[src/rtl/osd_pkg.sv]
package osd_pkg;
    localparam int DEF_ROWS    = 6;
    localparam int DEF_COLS    = 20;
    localparam int CODE_W      = 8;
    localparam int RGB_W       = 3;
    localparam int ADDR_W      = 8;
    localparam int GLYPH_W     = 11;
    localparam int GLYPH_LO_W  = 5;
    localparam int CELL_LINE_W = 4;
    localparam logic [CODE_W-1:0] SPACE_CODE = 8'h20;

    typedef struct packed {
        logic [7:0]       hstart;
        logic [7:0]       vstart;
        logic [2:0]       bar_row;
        logic [4:0]       split;
        logic [RGB_W-1:0] bar_rgb;
        logic             hires;
    } osd_cfg_t;
endpackage

[src/rtl/osd_regfile.sv]
module osd_regfile
    import osd_pkg::*;
#(
    parameter int ROWS = DEF_ROWS,
    parameter int COLS = DEF_COLS
) (
    input  logic                              clk,
    input  logic                              rst_n,
    input  logic                              vsync,
    input  logic                              wr_en,
    input  logic [ADDR_W-1:0]                 wr_addr,
    input  logic [7:0]                        wr_data,
    output logic [ROWS*COLS-1:0][CODE_W-1:0]  act_ch,
    output logic [ROWS-1:0][RGB_W-1:0]        act_rgb,
    output osd_cfg_t                          act_cfg
);
    localparam int CELLS   = ROWS * COLS;
    localparam int A_RGB0  = CELLS;
    localparam int A_BAR   = CELLS + ROWS;
    localparam int A_SPLIT = A_BAR + 1;
    localparam int A_HST   = A_BAR + 2;
    localparam int A_VST   = A_BAR + 3;
    localparam int A_BRGB  = A_BAR + 4;
    localparam int A_MODE  = A_BAR + 5;

    typedef struct packed {
        logic [CELLS-1:0][CODE_W-1:0] sh_ch;
        logic [CELLS-1:0][CODE_W-1:0] ac_ch;
        logic [ROWS-1:0][RGB_W-1:0]   sh_rgb;
        logic [ROWS-1:0][RGB_W-1:0]   ac_rgb;
        osd_cfg_t                     sh_cfg;
        osd_cfg_t                     ac_cfg;
        logic                         vs;
    } rf_t;

    rf_t rf_q, rf_d;
    logic frame_edge;

    always_comb begin
        rf_d       = rf_q;
        rf_d.vs    = vsync;
        frame_edge = vsync && !rf_q.vs;
        if (frame_edge) begin
            rf_d.ac_ch  = rf_q.sh_ch;
            rf_d.ac_rgb = rf_q.sh_rgb;
            rf_d.ac_cfg = rf_q.sh_cfg;
        end
        if (wr_en) begin
            for (int i = 0; i < CELLS; i++) begin
                if (wr_addr == ADDR_W'(i)) rf_d.sh_ch[i] = wr_data;
            end
            for (int r = 0; r < ROWS; r++) begin
                if (wr_addr == ADDR_W'(A_RGB0 + r)) rf_d.sh_rgb[r] = wr_data[RGB_W-1:0];
            end
            if (wr_addr == ADDR_W'(A_BAR))   rf_d.sh_cfg.bar_row = wr_data[2:0];
            if (wr_addr == ADDR_W'(A_SPLIT)) rf_d.sh_cfg.split   = wr_data[4:0];
            if (wr_addr == ADDR_W'(A_HST))   rf_d.sh_cfg.hstart  = wr_data;
            if (wr_addr == ADDR_W'(A_VST))   rf_d.sh_cfg.vstart  = wr_data;
            if (wr_addr == ADDR_W'(A_BRGB))  rf_d.sh_cfg.bar_rgb = wr_data[RGB_W-1:0];
            if (wr_addr == ADDR_W'(A_MODE))  rf_d.sh_cfg.hires   = wr_data[0];
        end
    end

    always_ff @(posedge clk or negedge rst_n) begin
        if (!rst_n) begin
            rf_q                <= '0;
            rf_q.sh_ch          <= {CELLS{SPACE_CODE}};
            rf_q.ac_ch          <= {CELLS{SPACE_CODE}};
            rf_q.sh_cfg.bar_row <= 3'd7;
            rf_q.ac_cfg.bar_row <= 3'd7;
        end else begin
            rf_q <= rf_d;
        end
    end

    assign act_ch  = rf_q.ac_ch;
    assign act_rgb = rf_q.ac_rgb;
    assign act_cfg = rf_q.ac_cfg;

    AST_SHOWN_HOLDS: assert property (@(posedge clk) disable iff (!rst_n)
        !(vsync && !rf_q.vs) |=> ($stable(rf_q.ac_ch) && $stable(rf_q.ac_rgb) && $stable(rf_q.ac_cfg)));
    AST_COMMIT_COPIES: assert property (@(posedge clk) disable iff (!rst_n)
        (vsync && !rf_q.vs) |=> (rf_q.ac_cfg == $past(rf_q.sh_cfg)));
endmodule

[src/rtl/osd_timing.sv]
module osd_timing #(
    parameter int STOP_DLY  = 2,
    parameter int START_DLY = 3,
    parameter int COORD_W   = 10
) (
    input  logic               clk,
    input  logic               rst_n,
    input  logic               hsync,
    input  logic               vsync,
    output logic               run,
    output logic [COORD_W-1:0] dot_x,
    output logic [COORD_W-1:0] line
);
    localparam int HI_W = $clog2(STOP_DLY + 1);
    localparam int LO_W = $clog2(START_DLY + 1);

    typedef struct packed {
        logic [HI_W-1:0]    hi;
        logic [LO_W-1:0]    lo;
        logic               run;
        logic               hs;
        logic [COORD_W-1:0] dot;
        logic [COORD_W-1:0] line;
    } tm_t;

    tm_t tm_q, tm_d;

    always_comb begin
        tm_d    = tm_q;
        tm_d.hs = hsync;
        if (tm_q.run && tm_q.dot != '1) tm_d.dot = tm_q.dot + 1'b1;
        if (hsync) begin
            tm_d.lo = '0;
            if (tm_q.hi != HI_W'(STOP_DLY)) tm_d.hi = tm_q.hi + 1'b1;
            if (tm_q.hi == HI_W'(STOP_DLY - 1)) tm_d.run = 1'b0;
        end else begin
            tm_d.hi = '0;
            if (tm_q.lo != LO_W'(START_DLY)) tm_d.lo = tm_q.lo + 1'b1;
            if (tm_q.lo == LO_W'(START_DLY - 1)) begin
                tm_d.run = 1'b1;
                tm_d.dot = '0;
            end
        end
        if (vsync) begin
            tm_d.line = '0;
        end else if (hsync && !tm_q.hs && tm_q.line != '1) begin
            tm_d.line = tm_q.line + 1'b1;
        end
    end

    always_ff @(posedge clk or negedge rst_n) begin
        if (!rst_n) begin
            tm_q     <= '0;
            tm_q.dot <= '1;
        end else begin
            tm_q <= tm_d;
        end
    end

    assign run   = tm_q.run;
    assign dot_x = tm_q.dot;
    assign line  = tm_q.line;

    AST_STOP_AFTER_HIGH: assert property (@(posedge clk) disable iff (!rst_n)
        $fell(tm_q.run) |-> ($past(hsync, 1) && $past(hsync, 2)));
    AST_FROZEN_WHEN_IDLE: assert property (@(posedge clk) disable iff (!rst_n)
        !tm_q.run |=> ($stable(tm_q.dot) || tm_q.dot == '0));
    AST_RESTART_AT_ZERO: assert property (@(posedge clk) disable iff (!rst_n)
        $rose(tm_q.run) |-> (tm_q.dot == '0 && !$past(hsync)));
    AST_LINE_CLEARED: assert property (@(posedge clk) disable iff (!rst_n)
        vsync |=> tm_q.line == '0);
endmodule

[src/rtl/osd_glyph.sv]
module osd_glyph
    import osd_pkg::*;
#(
    parameter int GW   = GLYPH_W,
    parameter int LW   = CELL_LINE_W,
    parameter int LO_W = GLYPH_LO_W
) (
    input  logic [CODE_W-1:0] code,
    input  logic [LW-1:0]     cy,
    input  logic              hires,
    output logic [GW-1:0]     dots
);
    logic [GW-1:0] raw;

    always_comb begin
        raw  = GW'({code, code}) ^ GW'({cy, cy, cy});
        dots = hires ? raw : (raw & GW'((1 << LO_W) - 1));
    end
endmodule

[src/rtl/osd_overlay.sv]
module osd_overlay
    import osd_pkg::*;
#(
    parameter int ROWS      = DEF_ROWS,
    parameter int COLS      = DEF_COLS,
    parameter int STOP_DLY  = 2,
    parameter int START_DLY = 3,
    parameter int COORD_W   = 10
) (
    input  logic              clk,
    input  logic              rst_n,
    input  logic              hsync,
    input  logic              vsync,
    input  logic              wr_en,
    input  logic [ADDR_W-1:0] wr_addr,
    input  logic [7:0]        wr_data,
    output logic              vred,
    output logic              vgreen,
    output logic              vblue,
    output logic              vblank
);
    localparam int CELLS = ROWS * COLS;

    typedef struct packed {
        logic             blank;
        logic [RGB_W-1:0] rgb;
    } pix_t;

    logic [CELLS-1:0][CODE_W-1:0] act_ch;
    logic [ROWS-1:0][RGB_W-1:0]   act_rgb;
    osd_cfg_t                     cfg;
    logic                         run;
    logic [COORD_W-1:0]           dot_x, line;

    osd_regfile #(.ROWS(ROWS), .COLS(COLS)) u_regs (
        .clk(clk), .rst_n(rst_n), .vsync(vsync), .wr_en(wr_en),
        .wr_addr(wr_addr), .wr_data(wr_data),
        .act_ch(act_ch), .act_rgb(act_rgb), .act_cfg(cfg)
    );

    osd_timing #(.STOP_DLY(STOP_DLY), .START_DLY(START_DLY), .COORD_W(COORD_W)) u_timing (
        .clk(clk), .rst_n(rst_n), .hsync(hsync), .vsync(vsync),
        .run(run), .dot_x(dot_x), .line(line)
    );

    logic [COORD_W-1:0]     rx, ry, col, row;
    logic [CELL_LINE_W-1:0] cx, cy, gw, gh, bit_idx;
    logic                   in_win, lit_bit;
    logic [CODE_W-1:0]      code;
    logic [RGB_W-1:0]       colour;
    logic [GLYPH_W-1:0]     dots;
    pix_t                   pix_q, pix_d;

    always_comb begin
        rx  = dot_x - COORD_W'(cfg.hstart);
        ry  = line - COORD_W'(cfg.vstart);
        col = cfg.hires ? (rx >> 4) : (rx >> 3);
        row = cfg.hires ? (ry >> 4) : (ry >> 3);
        cx  = cfg.hires ? rx[3:0] : {1'b0, rx[2:0]};
        cy  = cfg.hires ? ry[3:0] : {1'b0, ry[2:0]};
        gw  = cfg.hires ? CELL_LINE_W'(11) : CELL_LINE_W'(5);
        gh  = cfg.hires ? CELL_LINE_W'(15) : CELL_LINE_W'(7);
        in_win = run && (dot_x >= COORD_W'(cfg.hstart)) && (line >= COORD_W'(cfg.vstart))
                 && (col < COORD_W'(COLS)) && (row < COORD_W'(ROWS));
        code   = SPACE_CODE;
        colour = '0;
        for (int r = 0; r < ROWS; r++) begin
            if (row == COORD_W'(r)) colour = act_rgb[r];
            for (int c = 0; c < COLS; c++) begin
                if (row == COORD_W'(r) && col == COORD_W'(c)) code = act_ch[r*COLS + c];
            end
        end
        if (row == COORD_W'(cfg.bar_row) && col >= COORD_W'(cfg.split)) colour = cfg.bar_rgb;
    end

    osd_glyph u_glyph (.code(code), .cy(cy), .hires(cfg.hires), .dots(dots));

    always_comb begin
        bit_idx = gw - cx - 1'b1;
        lit_bit = 1'b0;
        for (int b = 0; b < GLYPH_W; b++) begin
            if (bit_idx == CELL_LINE_W'(b)) lit_bit = dots[b];
        end
        pix_d.blank = in_win && (code != SPACE_CODE) && (cx < gw) && (cy < gh) && lit_bit;
        pix_d.rgb   = pix_d.blank ? colour : '0;
    end

    always_ff @(posedge clk or negedge rst_n) begin
        if (!rst_n) pix_q <= '0;
        else        pix_q <= pix_d;
    end

    assign vblank = pix_q.blank;
    assign vred   = pix_q.rgb[2];
    assign vgreen = pix_q.rgb[1];
    assign vblue  = pix_q.rgb[0];

    AST_DARK_WHEN_CLEAR: assert property (@(posedge clk) disable iff (!rst_n)
        !pix_q.blank |-> pix_q.rgb == '0);
    AST_LIT_NEEDS_RUN: assert property (@(posedge clk) disable iff (!rst_n)
        pix_q.blank |-> $past(run));
    AST_LIT_INSIDE_WINDOW: assert property (@(posedge clk) disable iff (!rst_n)
        pix_q.blank |-> ($past(line) >= COORD_W'($past(cfg.vstart))
                         && $past(dot_x) >= COORD_W'($past(cfg.hstart))));
endmodule

[config.mk]
export PLATFORM = sky130hd
export DESIGN_NAME = osd_overlay
export DESIGN_NICKNAME = d
export VERILOG_FILES = /design/src/rtl/osd_pkg.sv /design/src/rtl/osd_regfile.sv /design/src/rtl/osd_timing.sv /design/src/rtl/osd_glyph.sv /design/src/rtl/osd_overlay.sv
export SDC_FILE = /design/constraint.sdc
export NUM_CORES = 2
export LEC_CHECK = 0
export ABC_CLOCK_PERIOD_IN_PS = 6750
export CAP_MARGIN = 20
export CORE_MARGIN = 1.5
export CORE_UTILIZATION = 38
export DETAILED_ROUTE_END_ITERATION = 10
export PLACE_DENSITY = 0.58
export SETUP_SLACK_MARGIN = 0.3
export SLEW_MARGIN = 0
export SYNTH_ARGS = -nofsm -noshare
export SYNTH_HDL_FRONTEND = slang
export SYNTH_SLANG_ARGS = --single-unit
[constraint.sdc]
create_clock -name clk -period 6.75 [get_ports clk]
set_clock_uncertainty 0.1 [all_clocks]
set_input_delay 1.35 -clock clk [delete_from_list [all_inputs] [get_ports clk]]
set_output_delay 1.35 -clock clk [all_outputs]
set_load 0.01 [all_outputs]
==> impl_metrics.tcl <==
set metrics [dict create \
    status "completed" \
    maxCapViolCount 0 \
    fillCellCount 21200 \
    startpoint_type "flop" \
    dpl_cell_area_um2 103000 \
    nets 8206 \
    synthFlopType "dfrtp_1" \
    period_needed_ns 6.59 \
    cp-end-kind "flop" \
    startpoint "u_timing.dot_x[0]" \
    grt_use_total 0.298 \
    rsz0062_at_grt "true" \
    worstPathMaxFanout 6 \
    cts_max_level 4 \
    utilization 0.478 \
    relSlewSlack 0.130 \
    fin_area_um2 114000 \
    power.switching_uw 17700 \
    synth_edf_count 0 \
    synthArstFlopShare 1.00 \
    yosysSeqAreaShare 0.564 \
    final-instance-count-excl-fill 11500 \
    clock_path_buffers 3 \
    area_growth_syn_to_layout_pct 25.0 \
    r2r-end "vred" \
    switching_share 0.394 \
    rrSetupSlack_ns 0.16 \
    overflow 0 \
    cellLeakagePower_uw 0.0533 \
    chipWidth_um 493 \
    hold_class "reg2reg" \
    first_pass_iters 7 \
    worstPathArrival_ns 7.26 \
    hold_viol_final 0 \
    crit_required_ns 7.42 \
    synth_area_leaders "dfrtp_1 (49%), mux2_2 (24%), dfstp_2 (7.4%), nor2_1 (1.9%), nand2_1 (1.6%)" \
    grt_antenna_before_repair 17 \
    drc 0 \
    port_buffers 24 \
    synth_top_family_by_area "multiplexers" \
    synth.distinct_cells 110 \
    setup_viol 0 \
    synthTopCellsByCount "mux2_2 (1977), dfrtp_1 (1787), nor2_1 (456), nand2_1 (385), clkbuf_1 (329)" \
    synth_xor_area_frac 0.00279 \
    placed_cells 11000 \
    synth-adder-area-share 0.00469 \
    min_from "u_regs.rf_q[1232]" \
    p_int_uw 27200 \
    syn_nets 7177 \
    ctsHoldBuffers 0 \
    num_vias 69200 \
    grt_pass1_wl_um 522000 \
    yosysTopAreaCellShare 0.491 \
    synth-simple-area-share 0.0764 \
    antenna_left 0 \
    start_util 0.383 \
    drt_iter0_markers 7790 \
    post_synth_inst_count 7123 \
    yosysMostFrequentCell "mux2_2" \
    design.die.area_um2 243000 \
    reg2reg_from "u_timing.dot_x[0]" \
    ys_ff_latch 2043 \
    syn-cell-area_um2 91200 \
    fin_crit_sh 0.976 \
    cts_buffers 214 \
    grt_pass1_vias 70000 \
    post_drt_wl_per_cell_um 31.8 \
    path_clk_slew_ns 0.06 \
    layout-drive-gt1-share 0.498 \
    avgSynthCellArea_um2 12.8 \
    combPwrFrac 0.417 \
    hpwlAfterDp_um 265000 \
    ff2ff_path_depth 28 \
    clock.fmax_ghz 0.152 \
    via_per_inst 6.01 \
    fp.dieH_um 493 \
    drv_slew 0 \
    synthMuxAreaShare 0.245 \
    seqPwrFrac 0.302 \
    worst_path_most_repeated_cell "buf_6" \
    core_um2 238000 \
    synth_compound_area_frac 0.0864 \
    crit_slowest_cell "o211ai_1" \
    clkLatencyLatePin_ns 0.92 \
    ir_worst_vdd_v 0.000390 \
    endpoint "vred" \
    totalWireLength_um 366000 \
    yosys_warnings 0 \
    grt_max_degree 162 \
    clkPwrFrac 0.281 \
    root_buffer "clkbuf_16" \
    synth_top_area_cell "dfrtp_1" \
    cts_tree "yes" \
    routabilityCongestion 1.05 \
    clkSinkCount 2043 \
    tightestPinTransition_ns 1.30 \
    critical_path_class "reg2reg" \
    ios 25 \
    cellPowerDensity_nw_per_um2 394 \
    slowest_delay_ns 0.63 \
    rows 179 \
]
## routing by layer
metal	track usage	vias to the layer above	share of wire
met3	0.0623	971	0.083
met4	0.154	6	0.062
met1	0.385	36500	0.40
met5	0	-	0.000063
met2	0.470	3301	0.46
li1	-	28500	-
## power by group through the flow
stage / Combinational, uW / Sequential [uW] / Clock (uW)
after floorplan: 5650 / 13500 / 0
after global placement: 15800 / 13700 / 0
after detailed placement: 15800 / 13800 / 0
after CTS: 16900 / 13500 / 12800
after global routing: 18700 / 13600 / 13400
final: 18700 / 13600 / 12600
## cells by family (layout without fill, tap and decap cells)
group,after synthesis,in the layout
adders and majority gates,33,33
other,0,9
and+or+nand+nor,1464,1464
muxes,1986,1986
DFF,2043,2043
xor gates and xnor gates,29,29
AOI/OAI and AO/OA,1100,1100
buffers and inverters,468,1688
## sequential cells by signal (all words and copies together), names as in the netlist
signal and count:
u_regs.rf_q 1007, u_regs.act_ch 960, u_regs.act_cfg 28, u_regs.act_rgb 18, u_timing.dot_x 10, u_timing.line 10
u_timing.tm_q 5, u_timing.run 1, vblank 1, vblue 1, vgreen 1, vred 1
## critical path: cells and delay by family (launching register included)
kind	cells	cell delay [ns]
AOI/OAI and AO/OA	10	2.85
and+or+nand+nor	7	1.53
buffers and inverters	8	1.02
adders and majority gates	2	0.47
DFF	1	0.37
xor gates and xnor gates	1	0.10
## cells in the final DEF, fill, tap and decap left out, types with 27 or more instances in the layout
cell type  count
mux2_2      1976
dfrtp_1     1787
buf_4       1037
nor2_1       425
nand2_1      364
dfstp_2      256
clkbuf_16    215
o21ai_0      195
nand3_1      129
a21oi_1      126
nor3_1       123
o22ai_1       88
buf_12        84
buf_6         67
nand4_1       66
clkbuf_1      58
clkbuf_8      55
inv_1         54
a221oi_1      51
a22oi_1       49
o211ai_1      44
o221ai_1      42
nor4_1        41
a31oi_1       30
clkinv_2      30
or3_1         27
a211oi_1      27
o2111ai_1     27
## through the flow
step / setup TNS, ns / hold WS (ns) / power (uW) / setup slack [ns]
3_5_place_dp: -3.41 / 0.366 / 29600 / -0.908
3_3_place_gp: -5.42 / 0.357 / 29500 / -1.40
5_1_grt: 0 / 0.345 / 45700 / 0.132
2_1_floorplan: 0 / 0.344 / 19100 / 1.24
6_report: 0 / 0.322 / 44900 / 0.163
4_1_cts: 0 / 0.311 / 43300 / 0.264
## worst min path at each step
stage	end	slack [ns]	depth (start not counted)
4_1_cts	u_regs.act_ch[179]	0.31	1
2_1_floorplan	u_regs.act_cfg[0]	0.34	2
3_5_place_dp	u_regs.act_cfg[17]	0.37	2
3_3_place_gp	u_regs.act_cfg[14]	0.36	2
5_1_grt	u_regs.act_ch[166]	0.34	1
6_report	u_regs.act_ch[179]	0.32	1
## repair_timing
item / CTS / global route
resized for setup: 260 / 231
endpoints found under the setup margin: 4 / 4
pin swaps: 65 / 107
cloned: 1 / 0
setup buffers: 38 / 55
## cell type report
class	instances	area [um^2]	area share
Sequential cell	2043	51400	0.452
Antenna cell	9	22.5	0.000198
Inverter	62	238	0.00209
Timing Repair Buffer	1219	10600	0.0933
Clock inverter	80	1310	0.0115
Tap cell	3167	3960	0.0348
Multi-Input combinational cell	4612	40000	0.351
Clock buffer	327	6330	0.0556
(Power assumes the default switching activity.)
